==> src/rtl/ssi_pkg.sv <==
package ssi_pkg;
   localparam int FRAME_LEN = 26;
   localparam int MAX_SPEC  = 8;
   typedef logic [FRAME_LEN-1:0] frame_t;
endpackage

==> src/rtl/ssi_edge_sync.sv <==
module ssi_edge_sync #(
   parameter int STAGES = 2
) (
   input  logic clk,
   input  logic rst_n,
   input  logic line_in,
   output logic rise,
   output logic fall
);
   logic [STAGES:0] pipe;

   always_ff @(posedge clk or negedge rst_n) begin
      if (!rst_n) pipe <= '1;
      else        pipe <= {pipe[STAGES-1:0], line_in};
   end

   assign rise =  pipe[STAGES-1] & ~pipe[STAGES];
   assign fall = ~pipe[STAGES-1] &  pipe[STAGES];
endmodule

==> src/rtl/ssi_frame_build.sv <==
module ssi_frame_build
   import ssi_pkg::*;
#(
   parameter int POS_W        = 22,
   parameter int DATA_BITS    = 24,
   parameter int SPEC_BITS    = 2,
   parameter bit GRAY_SUPPORT = 1'b1
) (
   input  logic [POS_W-1:0]     pos,
   input  logic                 gray_en,
   input  logic [SPEC_BITS-1:0] special,
   output frame_t               word
);
   localparam int PAD_W = DATA_BITS - POS_W;

   logic [POS_W-1:0] code;

   generate
      if (GRAY_SUPPORT) begin : g_gray
         assign code = gray_en ? (pos ^ (pos >> 1)) : pos;
      end else begin : g_bin
         logic unused_gray;
         assign unused_gray = gray_en;
         assign code = pos;
      end

      if (PAD_W > 0) begin : g_pad
         assign word = {{PAD_W{1'b0}}, code, special};
      end else begin : g_nopad
         assign word = {code, special};
      end
   endgenerate
endmodule

==> src/rtl/ssi_mono_timer.sv <==
module ssi_mono_timer #(
   parameter int TIMEOUT_CYC = 1000
) (
   input  logic clk,
   input  logic rst_n,
   input  logic restart,
   output logic expire
);
   localparam int TW = $clog2(TIMEOUT_CYC + 1);

   logic [TW-1:0] cnt;
   logic          run;

   always_ff @(posedge clk or negedge rst_n) begin
      if (!rst_n) begin
         cnt <= '0;
         run <= 1'b0;
      end else if (restart) begin
         cnt <= '0;
         run <= 1'b1;
      end else if (run) begin
         if (cnt == TW'(TIMEOUT_CYC - 1)) run <= 1'b0;
         else                             cnt <= cnt + 1'b1;
      end
   end

   assign expire = run && !restart && (cnt == TW'(TIMEOUT_CYC - 1));
endmodule

==> src/rtl/ssi_repeat_tx.sv <==
module ssi_repeat_tx
   import ssi_pkg::*;
#(
   parameter int POS_W        = 22,
   parameter int DATA_BITS    = 24,
   parameter int SPEC_BITS    = 2,
   parameter int TIMEOUT_CYC  = 1000,
   parameter bit GRAY_SUPPORT = 1'b1
) (
   input  logic                 clk,
   input  logic                 rst_n,
   input  logic                 ssi_clk,
   input  logic [POS_W-1:0]     pos,
   input  logic                 gray_en,
   input  logic [SPEC_BITS-1:0] special,
   output logic                 sdata
);
   localparam int CNT_W = $clog2(FRAME_LEN);

   generate
      if (DATA_BITS + SPEC_BITS != FRAME_LEN) begin : g_chk_len
         $error("data field plus status bits must fill the frame");
      end
      if (SPEC_BITS < 1 || SPEC_BITS > MAX_SPEC) begin : g_chk_spec
         $error("status bit count out of range");
      end
      if (POS_W < 1 || POS_W > DATA_BITS) begin : g_chk_pos
         $error("position wider than data field");
      end
      if (TIMEOUT_CYC < 2) begin : g_chk_tmo
         $error("timeout too short");
      end
   endgenerate

   logic       rise, fall, expire;
   frame_t     built, store, shift;
   logic [CNT_W-1:0] bit_cnt;
   logic       in_frame, rep_pending, first_send;
   logic       frame_start, latch_new;

   ssi_edge_sync #(.STAGES(2)) u_sync (
      .clk(clk), .rst_n(rst_n), .line_in(ssi_clk), .rise(rise), .fall(fall)
   );

   ssi_frame_build #(
      .POS_W(POS_W), .DATA_BITS(DATA_BITS), .SPEC_BITS(SPEC_BITS),
      .GRAY_SUPPORT(GRAY_SUPPORT)
   ) u_build (
      .pos(pos), .gray_en(gray_en), .special(special), .word(built)
   );

   ssi_mono_timer #(.TIMEOUT_CYC(TIMEOUT_CYC)) u_timer (
      .clk(clk), .rst_n(rst_n), .restart(rise | fall), .expire(expire)
   );

   assign frame_start = fall && !in_frame;
   assign latch_new   = frame_start && !rep_pending;

   always_ff @(posedge clk or negedge rst_n) begin
      if (!rst_n) begin
         store       <= '0;
         shift       <= '0;
         bit_cnt     <= '0;
         in_frame    <= 1'b0;
         rep_pending <= 1'b0;
         first_send  <= 1'b0;
         sdata       <= 1'b1;
      end else if (expire) begin
         bit_cnt     <= '0;
         in_frame    <= 1'b0;
         rep_pending <= 1'b0;
         first_send  <= 1'b0;
         sdata       <= 1'b1;
      end else begin
         if (frame_start) begin
            in_frame <= 1'b1;
            bit_cnt  <= '0;
            if (rep_pending) begin
               shift       <= store;
               rep_pending <= 1'b0;
               first_send  <= 1'b0;
            end else begin
               shift      <= built;
               store      <= built;
               first_send <= 1'b1;
            end
         end
         if (rise && in_frame) begin
            sdata <= shift[FRAME_LEN-1];
            shift <= {shift[FRAME_LEN-2:0], 1'b0};
            if (bit_cnt == CNT_W'(FRAME_LEN - 1)) begin
               bit_cnt     <= '0;
               in_frame    <= 1'b0;
               rep_pending <= first_send;
            end else begin
               bit_cnt <= bit_cnt + 1'b1;
            end
         end
      end
   end
endmodule

==> config.mk <==
export PLATFORM = sky130hd
export DESIGN_NAME = ssi_repeat_tx
export DESIGN_NICKNAME = d
export VERILOG_FILES = /design/src/rtl/ssi_pkg.sv /design/src/rtl/ssi_edge_sync.sv /design/src/rtl/ssi_frame_build.sv /design/src/rtl/ssi_mono_timer.sv /design/src/rtl/ssi_repeat_tx.sv
export SDC_FILE = /design/constraint.sdc
export NUM_CORES = 1
export LEC_CHECK = 0
export ABC_CLOCK_PERIOD_IN_PS = 2700
export BUFFER_PORTS_ARGS = -buffer_cell sky130_fd_sc_hd__buf_4
export CORE_ASPECT_RATIO = 1.1
export CORE_MARGIN = 3
export CORE_UTILIZATION = 60
export CTS_CLUSTER_SIZE = 10
export DETAILED_ROUTE_END_ITERATION = 12
export PLACE_DENSITY = 0.79
export SKIP_CTS_REPAIR_TIMING = 1
export SYNTH_ARGS = -nofsm -noshare
export SYNTH_HDL_FRONTEND = slang
export SYNTH_SLANG_ARGS = --single-unit
==> constraint.sdc <==
create_clock -name clk -period 2.7 [get_ports clk]
set_input_delay 0.81 -clock clk [delete_from_list [all_inputs] [get_ports clk]]
set_output_delay 0.81 -clock clk [all_outputs]
set_load 0.02 [all_outputs]
Word-level counts from Yosys, hierarchy flattened
Cells that the tools add are included.
{ "word_totals": {"regBits": 75, "latchBits": 0, "ramBits": 0, "mem_bits_ro": 0, "mem_count": 0} }
{ "classes": {"add_sub_neg": 2, "mul": 0, "div_mod_pow": 0, "n_lt_le_gt_ge": 0, "eq_ne": 3, "n_shift": 0, "mux": 27, "bitwise": 7, "reduce_logical": 14} }
{ "op_table": {"columns": ["cell", "count"], "rows": [
  ["$mux 26", 3],
  ["$mux 10", 3],
  ["$mux 22", 1],
  ["$xor 22x21->22", 1],
  ["$mux 5", 4],
  ["$mux 1", 16],
  ["$add 10x1->10 const B", 1],
  ["$eq 10x10->1 const B", 1],
  ["$reduce_bool 2->1", 4],
  ["$reduce_and 2->1", 3],
  ["$add 5x1->5 const B", 1],
  ["$eq 5x5->1 const B", 1],
  ["$logic_and 1x1->1", 4],
  ["$not 1->1", 3],
  ["$reduce_bool 3->1", 1],
  ["$and 1x1->1", 2],
  ["$logic_not 1->1", 2],
  ["$ne 2x1->1 const B", 1],
  ["$or 1x1->1", 1]
]} }

Depth between registers and ports, before layout
{ "depth": {"ltp_word": 8, "ltp_mapped": 9, "depth_no_buf": 6} }

Cells and area by module
From an unflattened synthesis, not the netlist that was laid out.
{ "hier_totals": {"cells_unflattened": 403, "area_unflattened_um2": 4085.2} }
{ "by_module_without_submodules": {"columns": ["mod", "instances", "cells_per_inst", "area_each_um2", "seq_area_each_um2"], "rows": [
  ["ssi_repeat_tx", 1, 284, 3017.9, 1527.7],
  ["ssi_mono_timer", 1, 64, 646.9, 275.3],
  ["ssi_frame_build", 1, 50, 326.6, 0.0],
  ["ssi_edge_sync", 1, 5, 93.8, 78.8]
]} }

Worst setup path before layout
Ideal clock, no wire load.
{ "synth_path": {"path_kind": "register to register", "start": "register u_sync.pipe[1]", "end": "register shift[10]", "t_arrival_ps": 1944, "required_ps": 2575, "path_slack_ps": 631, "path_stages_with_launch": 9, "path_buffers": 2, "synth_period_minus_slack_ps": 2069, "path_cell_list": "dfstp_2 inv_1 ha_1 nand2_1 nor4_4 or2_1 buf_6 buf_6 mux2_2"} }
{ "synth_between": {"elab_chain_cells": 8, "elab_cells_between_ends": 13, "cone_classes": "mux: 1; bitwise: 5; reduce/logical: 7"} }
{ "synth_lines": {"columns": ["item", "line", "source"], "rows": [
  ["start, declared", "ssi_edge_sync.sv:10", "logic [STAGES:0] pipe;"],
  ["start signal, assigned", "ssi_edge_sync.sv:14", "else pipe <= {pipe[STAGES-1:0], line_in};"],
  ["$not 1->1", "ssi_edge_sync.sv:18", "assign fall = ~pipe[STAGES-1] & pipe[STAGES];"],
  ["$and 1x1->1", "ssi_edge_sync.sv:18", null],
  ["$or 1x1->1", "ssi_repeat_tx.sv:53", ".clk(clk), .rst_n(rst_n), .restart(rise | fall), .expire(expire)"],
  ["$logic_not 1->1", "ssi_mono_timer.sv:27", "assign expire = run && !restart && (cnt == TW'(TIMEOUT_CYC - 1));"],
  ["$logic_and 1x1->1 (2 in a row)", "ssi_mono_timer.sv:27", null],
  ["$not 1->1 (no source line)", null, null],
  ["$reduce_and 2->1 (no source line)", null, null],
  ["end signal, assigned", "ssi_repeat_tx.sv:79", "shift <= store;"],
  ["end signal, assigned", "ssi_repeat_tx.sv:83", "shift <= built;"],
  ["end signal, assigned", "ssi_repeat_tx.sv:90", "shift <= {shift[FRAME_LEN-2:0], 1'b0};"],
  ["end, declared", "ssi_repeat_tx.sv:36", "frame_t built, store, shift;"]
]} }
Parallel ways exist; a longest one is shown, timed or not.
A chain may end at the register's enable or synchronous reset.

Worst setup path in the final report
{ "layout_path": {"start": "register u_sync.pipe[1]", "end": "register store[8]"} }
{ "layout_between": {"elab_chain_cells": 8, "elab_cells_between_ends": 10, "cone_classes": "bitwise: 5; reduce/logical: 5"} }
{ "layout_lines": {"columns": ["item", "line", "source"], "rows": [
  ["$not 1->1", "ssi_edge_sync.sv:18", null],
  ["$and 1x1->1", "ssi_edge_sync.sv:18", null],
  ["$or 1x1->1", "ssi_repeat_tx.sv:53", null],
  ["$logic_not 1->1", "ssi_mono_timer.sv:27", null],
  ["$logic_and 1x1->1 (2 in a row)", "ssi_mono_timer.sv:27", null],
  ["$not 1->1 (no source line)", null, null],
  ["$reduce_and 2->1 (no source line) *", null, null],
  ["end signal, assigned", "ssi_repeat_tx.sv:84", "store <= built;"],
  ["end, declared", "ssi_repeat_tx.sv:36", null]
]} }
Mark *: on every way between the ends. The rest lies on a longest branch, timed or not.

==> out/metrics.yaml <==
met3_usage_pct: 2.965
detailed_place_hpwl_um: 4944
via_per_inst: 5.598
floorplan.initialDensity_pct: 63.27
number_of_antenna_violations_at_the_first_check_in_global_routing: 0
library_cell_occupying_the_most_area_in_the_post_synthesis_netlist: "sky130_fd_sc_hd__dfrtp_1"
muxShareOfSynthArea_pct: 19.26
async_flop_share_pct: 100.0
worst_slew_margin_rel_pct: 57.38
critical-path-top-cell-by-count: "sky130_fd_sc_hd__buf_4"
nNetsFinal: 436
yosys.area_share.simple_pct: 14.50
critical_path_required_ps: 2930
vdd_ir_max_uv: 429.2
synth_top_family_by_area: "multiplexers"
dpl_worst_slack_ps: 443.5
grt.met2_usage_pct: 33.89
drt.antenna.violating_nets: 0
pin_count: 29
drc: 0
avgRoutedWirePerCell_um: 15.33
routabilityCongestion: 0.8138
antennaDiodeCount: 0
cts_tree: "built"
post_synthesis_adder_cell_area_fraction_pct: 1.559
insertion_delay_ps: 350
final_cells: 488
first_pass_grt_wire_length_um: 13000
yosysWarnings: 0
post_synthesis_sequential_area_ratio_pct: 46.88
finalCoreUtilization_pct: 71.60
clock.fmax_ghz: 0.4431
fp.dieArea_sq_mm: 0.007708
synth_area_sq_mm: 0.004014
clock_skew_ps: 10.30
max_slew.worst_pin.slew_ps: 639.3
synth_compound_area_share_pct: 7.450
gr-total-overflow: 0
min_period_over_period_pct: 83.59
outcome: "finished clean"
postRouteWirelength_um: 7481
critical_path.top_delay_family: "buffers and inverters"
global_route.usage.met1_pct: 27.68
hold_viol: 0
htree_num_levels: 3
mappedNetlistNets: 406
synth_ff_type: "sky130_fd_sc_hd__dfrtp_1"
timing.max_cap.violations: 0
mostFrequentLayoutCell: "sky130_fd_sc_hd__dfrtp_1"
worst_path_largest_cell_delay_ps: 540
via_count_of_the_first_global_routing_pass: 2797
fp.coreArea_sq_mm: 0.006344
largest_net_degree_at_the_start_of_global_routing: 41
grt_setup_unrepaired: "no"
critical_path_peak_fanout: 25
cellPowerDensity_mw_per_mm2: 642.1
post-layout-total-power_mw: 2.917
flip_flop_and_latch_count_after_synthesis: 75
via_count: 2732
report.final.slew_viol_count: 0
clk_pin_slew_ps: 80
critical_path_arrival_ps: 2480
io_buffers: 28
grt_busiest_layer: "met2"
finalSetupViolations: 0
cts_made_buffers: 9
final.setup.worst_slack_ps: 443.1
xor_xnor_portion_of_the_synthesized_cell_area_pct: 5.892
hold_path.class: "flop to flop"
die_height_um: 91.78
crit_type: "flop to flop"
std_cell_rows: 30
cpMaxStageDelayCell: "sky130_fd_sc_hd__dfstp_2"
grt_usage_pct: 21.04
number_of_distinct_standard_cells_referenced_by_the_synthesized_netlist: 42
final.setup.tns_ps: 0
timing.final.crit_period_ps: 2257
share_of_post_route_cells_with_drive_strength_above_1_pct: 25.25
worstSetupEndpointType: "flop"
post_synth_edffs: 0
critical_path.cell_chain: "inv_1, ha_1, nand2_1, nor4_4, buf_4, nor3_4, buf_4, mux2_2"
die_w_um: 83.99
area_delta_synth_final_pct: 13.15
synth.area.top_cells: "sky130_fd_sc_hd__dfrtp_1 44%, sky130_fd_sc_hd__mux2_2 12%, sky130_fd_sc_hd__mux2i_1 7.5%, sky130_fd_sc_hd__xor2_1 3.7%, sky130_fd_sc_hd__nand2b_1 3.4%"
initialDrtViolationCount: 151
numClockSinks: 75
place.detailed.instances: 472
critical_path.startpoint_type: "flop"
ctsRootBufferMaster: "sky130_fd_sc_hd__clkbuf_8"
first_pass_iters: 4
synthCells: 373
ctsLongestPathBuffers: 2
highest_count_cells_in_the_layout_ignoring_fill_and_taps: "71 x sky130_fd_sc_hd__dfrtp_1, 41 x sky130_fd_sc_hd__mux2_2, 38 x sky130_fd_sc_hd__buf_4, 33 x sky130_fd_sc_hd__nand2_1, 30 x sky130_fd_sc_hd__mux2i_1"
p_leak_nw: 2.038
syn_area_per_cell_sq_um: 10.76
synth_top_area_share_pct: 44.26
critical_path.n_buffers_inverters: 3
-- per-layer routing --
metal	vias to the layer above	routed length, um
met5	-	0
met3	17	178
met2	41	3707
li1	1332	-
met1	1342	3391
met4	0	204
-- report_power, final --
group | total [mW] | switching (mW) | internal (mW)
Clock | 0.977 | 0.407 | 0.570
Sequential | 1.45 | 0.122 | 1.33
Combinational | 0.488 | 0.215 | 0.273
Total | 2.92 | 0.744 | 2.17
-- stage by stage --
step	cell area [sq um]	hold WS, ps
2_1_floorplan	4014	345.2
3_3_place_gp	4314	347.0
3_5_place_dp	4314	349.5
4_1_cts	4542	351.7
5_1_grt	4542	356.3
6_report	4542	354.0
-- synthesized netlist by cell type (2+ instances only) --
cell type and instances:
sky130_fd_sc_hd__mux2i_1 30, sky130_fd_sc_hd__nor2_1 13, sky130_fd_sc_hd__dfrtp_1 71, sky130_fd_sc_hd__nor3_1 5
sky130_fd_sc_hd__buf_6 4, sky130_fd_sc_hd__clkbuf_1 10, sky130_fd_sc_hd__mux2_2 41, sky130_fd_sc_hd__o31a_1 8
sky130_fd_sc_hd__nand2_1 33, sky130_fd_sc_hd__and3_1 2, sky130_fd_sc_hd__nand2b_1 22, sky130_fd_sc_hd__o211ai_1 2
sky130_fd_sc_hd__buf_2 5, sky130_fd_sc_hd__a21oi_1 21, sky130_fd_sc_hd__a21boi_0 2, sky130_fd_sc_hd__nand4_1 4
sky130_fd_sc_hd__and2_1 9, sky130_fd_sc_hd__inv_1 18, sky130_fd_sc_hd__nor2b_1 4, sky130_fd_sc_hd__xor2_1 17
sky130_fd_sc_hd__dfstp_2 4, sky130_fd_sc_hd__ha_1 5, sky130_fd_sc_hd__xnor2_1 10, sky130_fd_sc_hd__o21ai_0 10
sky130_fd_sc_hd__a31oi_1 2, sky130_fd_sc_hd__nand3_1 4, sky130_fd_sc_hd__nand4b_1 2
-- path summary, 6_finish.rpt --
kind                                start             end  slack (ps)  cells past startpoint
max in group asynchronous           rst_n           sdata        1670                      2
min                        u_sync.pipe[0]  u_sync.pipe[1]         350                      0
max                        u_sync.pipe[1]        store[8]         440                      8
max reg2reg                u_sync.pipe[1]        store[8]         440                      8
min in group asynchronous           rst_n      bit_cnt[2]         410                      1
min reg2reg                u_sync.pipe[0]  u_sync.pipe[1]         350                      0
-- worst register-to-register path: cells and delay by family, from the launching register on --
family                   cells  cell delay (ps)
multiplexers                 1              410
AND/OR/NAND/NOR              3              260
adder cells (fa/ha/maj)      1              300
buffers and inverters        3              620
flip-flops                   1              540
-- area by class of cell --
cell class / count / area (sq um)
Timing Repair Buffer: 39 / 305.3
Fill cell: 471 / 1802
Sequential cell: 75 / 1882
Inverter: 18 / 67.56
Clock inverter: 4 / 72.57
Tap cell: 80 / 100.1
Multi-Input combinational cell: 260 / 1959
Clock buffer: 12 / 155.1
-- flip-flops by register name, indices dropped and copies added, names as in the netlist, 3 cells and up --
signal / cells
store: 26
bit_cnt: 5
shift: 26
u_sync.pipe: 3
u_timer.cnt: 10
-- kinds of logic (layout without fill, tap and decap cells) --
| kind of cell | Yosys count | in the layout |
|---|---|---|
| compound gates | 49 | 49 |
| xor+xnor | 27 | 27 |
| fa+ha+maj | 5 | 5 |
| buf+inv | 38 | 73 |
| flops | 75 | 75 |
| mux | 72 | 72 |
| simple gates | 107 | 107 |
(Power assumes the default switching activity.)
